## src/rtl/i2c_cmd_queue_pkg.sv

```systemverilog
// Shared constants and types for the I2C command/receive queue.
package i2c_cmd_queue_pkg;
    localparam int CMD_W  = 9;   // queue word: read flag + byte
    localparam int RD_BIT = 8;   // position of the read-request flag
    localparam int THR_W  = 8;   // threshold register width

    typedef enum logic [2:0] {
        SEL_CMD   = 3'd0,
        SEL_TXLVL = 3'd1,
        SEL_RXLVL = 3'd2,
        SEL_TXTHR = 3'd3,
        SEL_RXTHR = 3'd4,
        SEL_PARAM = 3'd5
    } reg_sel_e;
endpackage

```

## src/rtl/cmd_ring_fifo.sv

```systemverilog
// Ring-buffer FIFO with occupancy count and synchronous flush.
// Assumes: push while full and pop while empty are ignored here; callers
// derive loss/underflow events from full/empty. Flush beats push and pop.
module cmd_ring_fifo #(
    parameter int W     = 8,
    parameter int DEPTH = 8
) (
    input  logic                         clk,
    input  logic                         rst_n,
    input  logic                         flush,
    input  logic                         push,
    input  logic [W-1:0]                 din,
    input  logic                         pop,
    output logic [W-1:0]                 dout,
    output logic [$clog2(DEPTH+1)-1:0]   level,
    output logic                         full,
    output logic                         empty
);
    localparam int AW = (DEPTH > 1) ? $clog2(DEPTH) : 1;
    localparam int LW = $clog2(DEPTH + 1);

    logic [W-1:0]  mem [DEPTH];
    logic [AW-1:0] wp, rp;
    logic [LW-1:0] cnt;
    logic          do_push, do_pop;

    function automatic logic [AW-1:0] adv(input logic [AW-1:0] p);
        return (p == AW'(DEPTH - 1)) ? '0 : AW'(p + 1'b1);
    endfunction

    assign full    = (cnt == LW'(DEPTH));
    assign empty   = (cnt == '0);
    assign do_push = push && !full && !flush;
    assign do_pop  = pop && !empty && !flush;
    assign dout    = mem[rp];
    assign level   = cnt;

    // Storage write on an accepted push.
    always_ff @(posedge clk) begin
        if (do_push) mem[wp] <= din;
    end

    // Pointer and count update; flush and reset empty the ring.
    always_ff @(posedge clk) begin
        if (!rst_n || flush) begin
            wp  <= '0;
            rp  <= '0;
            cnt <= '0;
        end else begin
            if (do_push) wp <= adv(wp);
            if (do_pop)  rp <= adv(rp);
            case ({do_push, do_pop})
                2'b10:   cnt <= LW'(cnt + 1'b1);
                2'b01:   cnt <= LW'(cnt - 1'b1);
                default: cnt <= cnt;
            endcase
        end
    end

    a_r4_level_bound: assert property (@(posedge clk) disable iff (!rst_n)
        cnt <= LW'(DEPTH));
    a_r6_flush_empties: assert property (@(posedge clk) disable iff (!rst_n)
        flush |=> (cnt == '0));
    a_r1_empty_pop_inert: assert property (@(posedge clk) disable iff (!rst_n)
        (pop && empty && !push && !flush) |=> (cnt == '0));
endmodule

```

## src/rtl/queue_level_flags.sv

```systemverilog
// Threshold comparators for the two queue levels.
// Assumes: levels and thresholds are unsigned; purely combinational.
module queue_level_flags #(
    parameter int TX_LW = 4,
    parameter int RX_LW = 4,
    parameter int T_W   = 8
) (
    input  logic [TX_LW-1:0] tx_level,
    input  logic [RX_LW-1:0] rx_level,
    input  logic [T_W-1:0]   tx_thr,
    input  logic [T_W-1:0]   rx_thr,
    output logic             tx_low,
    output logic             rx_high
);
    // Compare at a common width so that no operand gets truncated.
    always_comb begin
        tx_low  = (32'(tx_level) <= 32'(tx_thr));
        rx_high = (32'(rx_level) >  32'(rx_thr));
    end
endmodule

```

## src/rtl/i2c_cmd_queue.sv

```systemverilog
// Register-side command queue and receive queue of an I2C master.
// Assumes: one register access per cycle; reads are combinational and the
// data-register pop takes effect at the edge that ends the read cycle.
module i2c_cmd_queue
    import i2c_cmd_queue_pkg::*;
#(
    parameter int TX_DEPTH = 8,
    parameter int RX_DEPTH = 8
) (
    input  logic             clk,
    input  logic             rst_n,
    input  logic             reg_wr,
    input  logic             reg_rd,
    input  logic [2:0]       reg_addr,
    input  logic [CMD_W-1:0] reg_wdata,
    output logic [31:0]      reg_rdata,
    output logic             eng_tx_valid,
    output logic [CMD_W-1:0] eng_tx_word,
    input  logic             eng_tx_pop,
    input  logic             eng_rx_push,
    input  logic [7:0]       eng_rx_byte,
    input  logic             eng_abort,
    output logic             tx_below_thr,
    output logic             rx_above_thr,
    output logic             tx_over_evt,
    output logic             rx_under_evt,
    output logic             rx_over_evt
);
    localparam int TX_LW = $clog2(TX_DEPTH + 1);
    localparam int RX_LW = $clog2(RX_DEPTH + 1);
    localparam logic [31:0] PARAM_WORD =
        {8'h00, 8'(TX_DEPTH - 1), 8'(RX_DEPTH - 1), 8'h00};

    logic             wr_cmd, rd_cmd;
    logic [CMD_W-1:0] tx_din;
    logic [TX_LW-1:0] tx_lvl;
    logic [RX_LW-1:0] rx_lvl;
    logic             tx_full, tx_empty, rx_full, rx_empty;
    logic [7:0]       rx_head;
    logic [THR_W-1:0] tx_thr, rx_thr;

    assign wr_cmd = reg_wr && (reg_addr == SEL_CMD);
    assign rd_cmd = reg_rd && (reg_addr == SEL_CMD);

    // Build the queue word: a read request drops the byte field.
    always_comb begin
        if (reg_wdata[RD_BIT]) tx_din = {1'b1, 8'h00};
        else                   tx_din = {1'b0, reg_wdata[7:0]};
    end

    cmd_ring_fifo #(.W(CMD_W), .DEPTH(TX_DEPTH)) u_txq (
        .clk(clk), .rst_n(rst_n), .flush(eng_abort),
        .push(wr_cmd), .din(tx_din), .pop(eng_tx_pop),
        .dout(eng_tx_word), .level(tx_lvl), .full(tx_full), .empty(tx_empty)
    );

    cmd_ring_fifo #(.W(8), .DEPTH(RX_DEPTH)) u_rxq (
        .clk(clk), .rst_n(rst_n), .flush(eng_abort),
        .push(eng_rx_push), .din(eng_rx_byte), .pop(rd_cmd),
        .dout(rx_head), .level(rx_lvl), .full(rx_full), .empty(rx_empty)
    );

    assign eng_tx_valid = !tx_empty;

    // Threshold registers; an abort does not touch them.
    always_ff @(posedge clk) begin
        if (!rst_n) begin
            tx_thr <= '0;
            rx_thr <= '0;
        end else if (reg_wr) begin
            if (reg_addr == SEL_TXTHR) tx_thr <= reg_wdata[THR_W-1:0];
            if (reg_addr == SEL_RXTHR) rx_thr <= reg_wdata[THR_W-1:0];
        end
    end

    queue_level_flags #(.TX_LW(TX_LW), .RX_LW(RX_LW), .T_W(THR_W)) u_flags (
        .tx_level(tx_lvl), .rx_level(rx_lvl),
        .tx_thr(tx_thr), .rx_thr(rx_thr),
        .tx_low(tx_below_thr), .rx_high(rx_above_thr)
    );

    // One-cycle loss and underflow events, suppressed by an abort.
    always_ff @(posedge clk) begin
        if (!rst_n) begin
            tx_over_evt  <= 1'b0;
            rx_under_evt <= 1'b0;
            rx_over_evt  <= 1'b0;
        end else begin
            tx_over_evt  <= !eng_abort && wr_cmd && tx_full;
            rx_under_evt <= !eng_abort && rd_cmd && rx_empty;
            rx_over_evt  <= !eng_abort && eng_rx_push && rx_full;
        end
    end

    // Read-data multiplexer.
    always_comb begin
        case (reg_addr)
            SEL_CMD:   reg_rdata = rx_empty ? 32'h0 : {24'h0, rx_head};
            SEL_TXLVL: reg_rdata = 32'(tx_lvl);
            SEL_RXLVL: reg_rdata = 32'(rx_lvl);
            SEL_TXTHR: reg_rdata = 32'(tx_thr);
            SEL_RXTHR: reg_rdata = 32'(rx_thr);
            SEL_PARAM: reg_rdata = PARAM_WORD;
            default:   reg_rdata = 32'h0;
        endcase
    end

    a_r10_tx_loss_event: assert property (@(posedge clk) disable iff (!rst_n)
        (wr_cmd && tx_full && !eng_abort) |=> tx_over_evt);
    a_r12_rx_loss_event: assert property (@(posedge clk) disable iff (!rst_n)
        (eng_rx_push && rx_full && !eng_abort) |=> rx_over_evt);
    a_r11_empty_read_zero: assert property (@(posedge clk) disable iff (!rst_n)
        (rd_cmd && rx_empty) |-> (reg_rdata == 32'h0));
    a_r2_request_byte_clear: assert property (@(posedge clk) disable iff (!rst_n)
        (eng_tx_valid && eng_tx_word[RD_BIT]) |-> (eng_tx_word[7:0] == 8'h00));
    a_r6_abort_quiet: assert property (@(posedge clk) disable iff (!rst_n)
        eng_abort |=> !(tx_over_evt || rx_under_evt || rx_over_evt));
endmodule

```

## config.mk

```make
export PLATFORM = sky130hd
export DESIGN_NAME = i2c_cmd_queue
export DESIGN_NICKNAME = d
export VERILOG_FILES = /design/src/rtl/i2c_cmd_queue_pkg.sv /design/src/rtl/cmd_ring_fifo.sv /design/src/rtl/queue_level_flags.sv /design/src/rtl/i2c_cmd_queue.sv
export SDC_FILE = /design/constraint.sdc
export NUM_CORES = 1
export LEC_CHECK = 0
export ABC_AREA = 1
export ABC_CLOCK_PERIOD_IN_PS = 3030
export BUFFER_PORTS_ARGS = -buffer_cell sky130_fd_sc_hd__buf_2
export CORE_MARGIN = 3
export CORE_UTILIZATION = 30
export DETAILED_ROUTE_END_ITERATION = 6
export GPL_TIMING_DRIVEN = 0
export PLACE_DENSITY_LB_ADDON = 0.05
export RECOVER_POWER = 50
export SETUP_SLACK_MARGIN = 0.15
export SLEW_MARGIN = 20
export SYNTH_ARGS = -nofsm -noshare
export SYNTH_HDL_FRONTEND = slang
export SYNTH_HIERARCHICAL = 1
export SYNTH_SLANG_ARGS = --single-unit
```

## constraint.sdc

```tcl
create_clock -name clk -period 3.03 [get_ports clk]
set_clock_uncertainty 0.2 [all_clocks]
set_input_delay 0.7575 -clock clk [delete_from_list [all_inputs] [get_ports clk]]
set_output_delay 0.7575 -clock clk [all_outputs]
set_load 0.01 [all_outputs]
```

==> results.txt <==
----------------------------------------------------
[Global route]
  Largest net degree at the start of global routing ... 20
  Total gr overflow ... 0
  Wire length of the first global-routing pass ... around 33 mm
  Antenna violations before repair ... 1
  Global-route usage over all layers ... approximately 14%
  Via count of the first global-routing pass ... 5679

[Clocking]
  Library cell used as clock root buffer ... sky130_fd_sc_hd__clkbuf_16
  Clock Pin Slew Worst Setup and Hold Paths ... about 0.08 ns
  CTS Sinks ... approximately 180
  Number of CTS-inserted buffers ... 17
  Source-to-sink clock delay at the later pin of the worst-skew pair ... ~0.43 ns
  Worst-case clock buffer depth ... 2
  Number of levels the H-tree was split into ... 4
  CTS tree ... done

[Synthesis]
  Number of enable flip-flop cells after synthesis ... roughly 140
  Post-synthesis instance total ... around 870
  Number of warnings reported in the yosys synthesis log ... 6
  Portion of synthesized cell area occupied by the leading cell type ... 48.5%
  Cell type with the largest total area after synthesis ... sky130_fd_sc_hd__edfxtp_1
  Mux share of post-synthesis cell area ... 2.02%
  Average cell area after synthesis ... between 9 and 10 µm²
  Most area-consuming cells after synthesis ... sky130_fd_sc_hd__edfxtp_1 (48%), sky130_fd_sc_hd__dfxtp_1 (11%), sky130_fd_sc_hd__nor2_1 (7.7%)
  Most used DFF post-synth ... sky130_fd_sc_hd__edfxtp_1
  Most frequent cells after synthesis ... sky130_fd_sc_hd__nor2_1 (172), sky130_fd_sc_hd__nand2_1 (162), sky130_fd_sc_hd__edfxtp_1 (136)
  Share of synthesized registers carrying an async set or reset ... 0%
  Synthesized-area fraction occupied by ao, oa, aoi and oai cells ... ~7.3%
  Register bit total from synthesis ... ~180
  Adder-Cell Fraction of Synth Area ... roughly 3.3%
  Distinct cell type count after synthesis ... 36
  Synth Area in Simple Gates ... about a fifth
  Synth Area in XOR/XNOR ... less than 1%
  Post-synthesis instance area ... ~8400 µm²
  Dominant combinational cell family by area after synthesis ... simple AND/OR/NAND/NOR gates
  Sequential fraction of the synthesis area ... approximately three fifths
  Most repeated cell in the gate-level netlist after synthesis ... sky130_fd_sc_hd__nor2_1

[Min path]
  Class of the tightest hold or removal check ... flip-flop to flip-flop
  Worst hold start ... u_rxq/rp[1]$_SDFFE_PP0N_
  Number of cells on the worst hold path ... 2

[STA]
  Final-report hold violation count ... 0
  Setup violations, final ... 0
  Post-route fraction of the period consumed by the critical path ... between 90% and 100%
  Final slew viol count ... 0
  Max Clk Rate ... roughly 0.35 GHz
  Minimum period implied by the final worst setup slack ... a little under 3 ns
  Unrepaired setup endpoints after global routing ... yes
  Worst slew pin tran ... about 0.96 ns
  Worst max-slew margin expressed relative to the limit ... between 30% and 40%
  Setup TNS ... 0 ns
  Final Worst Setup Slack ... ~0.14 ns

[Status]
  Outcome ... complete, no violations

[Critical path]
  WS Path Type ... flip-flop to output pin
  Register-to-Register Setup Slack ... roughly 0.52 ns
  WP data required ... just over 2 ns
  Critical Path Start Type ... flip-flop
  CP Max Fanout ... 7
  Origin of the critical flop-to-flop path ... u_txq/level[2]$_SDFFE_PP0P_
  R2r endpoint ... u_txq/mem[7][2]$_DFFE_PP_
  Data arrival time of the worst path ... roughly 1.9 ns
  Critical path capture point type ... output pin
  R2R depth ... 6

[Floorplan]
  Initial core utilization ... between 30% and 40%
  Die height ... 174 µm
  Number of cell rows ... 60
  Std-Cell Core Area ... between 20000 and 30000 µm²
  Die width ... between 150 and 200 µm
  Area enclosed by the die boundary ... ~30000 µm²
  Top-Level Pins ... 74

[Routing]
  Detailed Route Iter0 Violations ... about 270
  Post-detailed-routing wire length ... 20.8 mm
  DRT antenna net count ... 0
  Number of remaining DRC errors ... 0
  Average vias per placed instance ... approximately 4.3
  Wire length per cell ... ~15 µm
  Detailed-routing iteration count for the pre-antenna-repair pass ... 5
  Via Count ... roughly 5800

[Placed design]
  Post-detail-place hpwl ... ~15 mm
  Number of buffers inserted by port buffering ... 54
  Worst setup slack before clock tree synthesis ... -0.270 ns
  Weighted congestion at the end of routability-driven global placement ... between 0.7 and 0.8
  Placed Area ... about 9200 µm²

[Power and ir drop]
  Power Total ... about 5200 µW
  Total power divided by cell area ... 523 nW/µm²
  Peak supply drop ... roughly 260 µV
  Leakage power ... between 0.004 and 0.005 µW

[Finish]
  Count of nets after finishing ... 1011
  Ratio of cells with drive above 1 in the final layout ... 18.3%
  Post-route cell area ... between 10000 and 15000 µm²
  Growth of design area from synthesis to finish ... 18.9%

[Flow run]
  Maximum Capacitance Violations ... 0

----------------------------------------------------
-- through the flow --
stage | hold WS [ns] | util [%] | std cells
after floorplan | 0.261 | - | 883
after global placement | 0.294 | 33.8 | 1309
after detailed placement | 0.294 | 33.8 | 1309
after CTS | 0.305 | 36.8 | 1347
after global routing | 0.331 | 36.8 | 1348
final | 0.299 | 36.8 | 1348
-- critical path: stages, from the launching register on --
cell,delay (ns)
sky130_fd_sc_hd__dfxtp_4,0.43
sky130_fd_sc_hd__buf_8,0.15
sky130_fd_sc_hd__o21ai_0,0.09
sky130_fd_sc_hd__o22ai_1,0.22
sky130_fd_sc_hd__nand2_1,0.10
sky130_fd_sc_hd__nand2_2,0.09
sky130_fd_sc_hd__nand2_1,0.06
sky130_fd_sc_hd__nor2_1,0.10
sky130_fd_sc_hd__nor2_1,0.05
sky130_fd_sc_hd__nand2_1,0.08
sky130_fd_sc_hd__buf_2,0.13
-- cells by family after synthesis --
family / Yosys count
and+or+nand+nor: 380
DFF: 181
buffers and inverters: 143
AOI/OAI and AO/OA: 116
adders and majority gates: 22
muxes: 17
xor gates and xnor gates: 6
other: 1
-- cells in the final DEF, fill, tap and decap left out, drive strengths merged --
master and instances:
o21bai 1, clkinv 7, inv 99, nor3 2, nand2 170, xnor2 4, nand3 20, or2 2
xor2 2, ha 22, nor2 181, conb 18, diode 1, o22ai 17, bufinv 1, a21oi 16
buf 88, nor4 1, mux2i 17, o21ai 82, clkbuf 38, dfxtp 45, clkinvlp 2, edfxtp 136
nand4 4
-- state kept, by name (all words and copies together) (netlist names), named ones only --
name,cells
u_txq/mem,72
u_rxq/level,4
rx_over_evt,1
u_txq/level,4
u_txq/wp,3
rx_thr,8
u_rxq/mem,64
tx_thr,8
u_rxq/rp,3
u_rxq/wp,3
tx_over_evt,1
rx_under_evt,1
u_txq/rp,3
-- worst max-delay path by stage --
stage | startpoint | end | slack [ns] | cells after the start
final | flip-flop | reg_rdata[1] | 0.14 | 10
after global routing | flip-flop | reg_rdata[3] | 0.01 | 10
after CTS | flip-flop | reg_rdata[1] | 0.09 | 10
after detailed placement | reg_addr[2] | u_txq/mem[3][8]$_DFFE_PP_ | -0.27 | 8
after global placement | reg_addr[2] | u_txq/mem[3][8]$_DFFE_PP_ | -0.23 | 8
after floorplan | reg_addr[1] | u_rxq/level[2]$_SDFFE_PP0P_ | 0.36 | 15
-- where the power goes --
part	internal, µW	switching (µW)
sequential	2680	14.8
combinational	94.4	185
clock	1190	1080
total	3960	1280
-- per-layer routing --
metal / up-vias / routed length, µm / track usage (%)
li1: 2999 / - / -
met1: 2726 / 9850 / 19.0
met2: 84 / 10100 / 23.4
met3: 12 / 662 / 2.72
met4: 0 / 153 / 3.28
met5: - / 0 / 0
-- layout make-up --
cell class | count | area [µm²]
Fill cell | 2779 | 17200
Sequential cell | 181 | 4990
Multi-Input combinational cell | 559 | 2840
Tap cell | 372 | 465
Clock buffer | 17 | 425
Buffer | 49 | 397
Inverter | 94 | 360
Timing Repair Buffer | 60 | 352
Clock inverter | 15 | 180
Antenna cell | 1 | 2.50
-- what timing repair did --
| action | 4_1_cts | 5_1_grt |
|---|---|---|
| gates cloned | 0 | 0 |
| hold buffers | 0 | 0 |
| hold endpoints to repair | 0 | 0 |
| buffers inserted | 6 | 0 |
| pin swaps | 14 | 3 |
| gates resized for setup | 35 | 21 |
| setup endpoints to repair | 8 | 88 |
No activity file was read; power rests on OpenSTA's default activity.
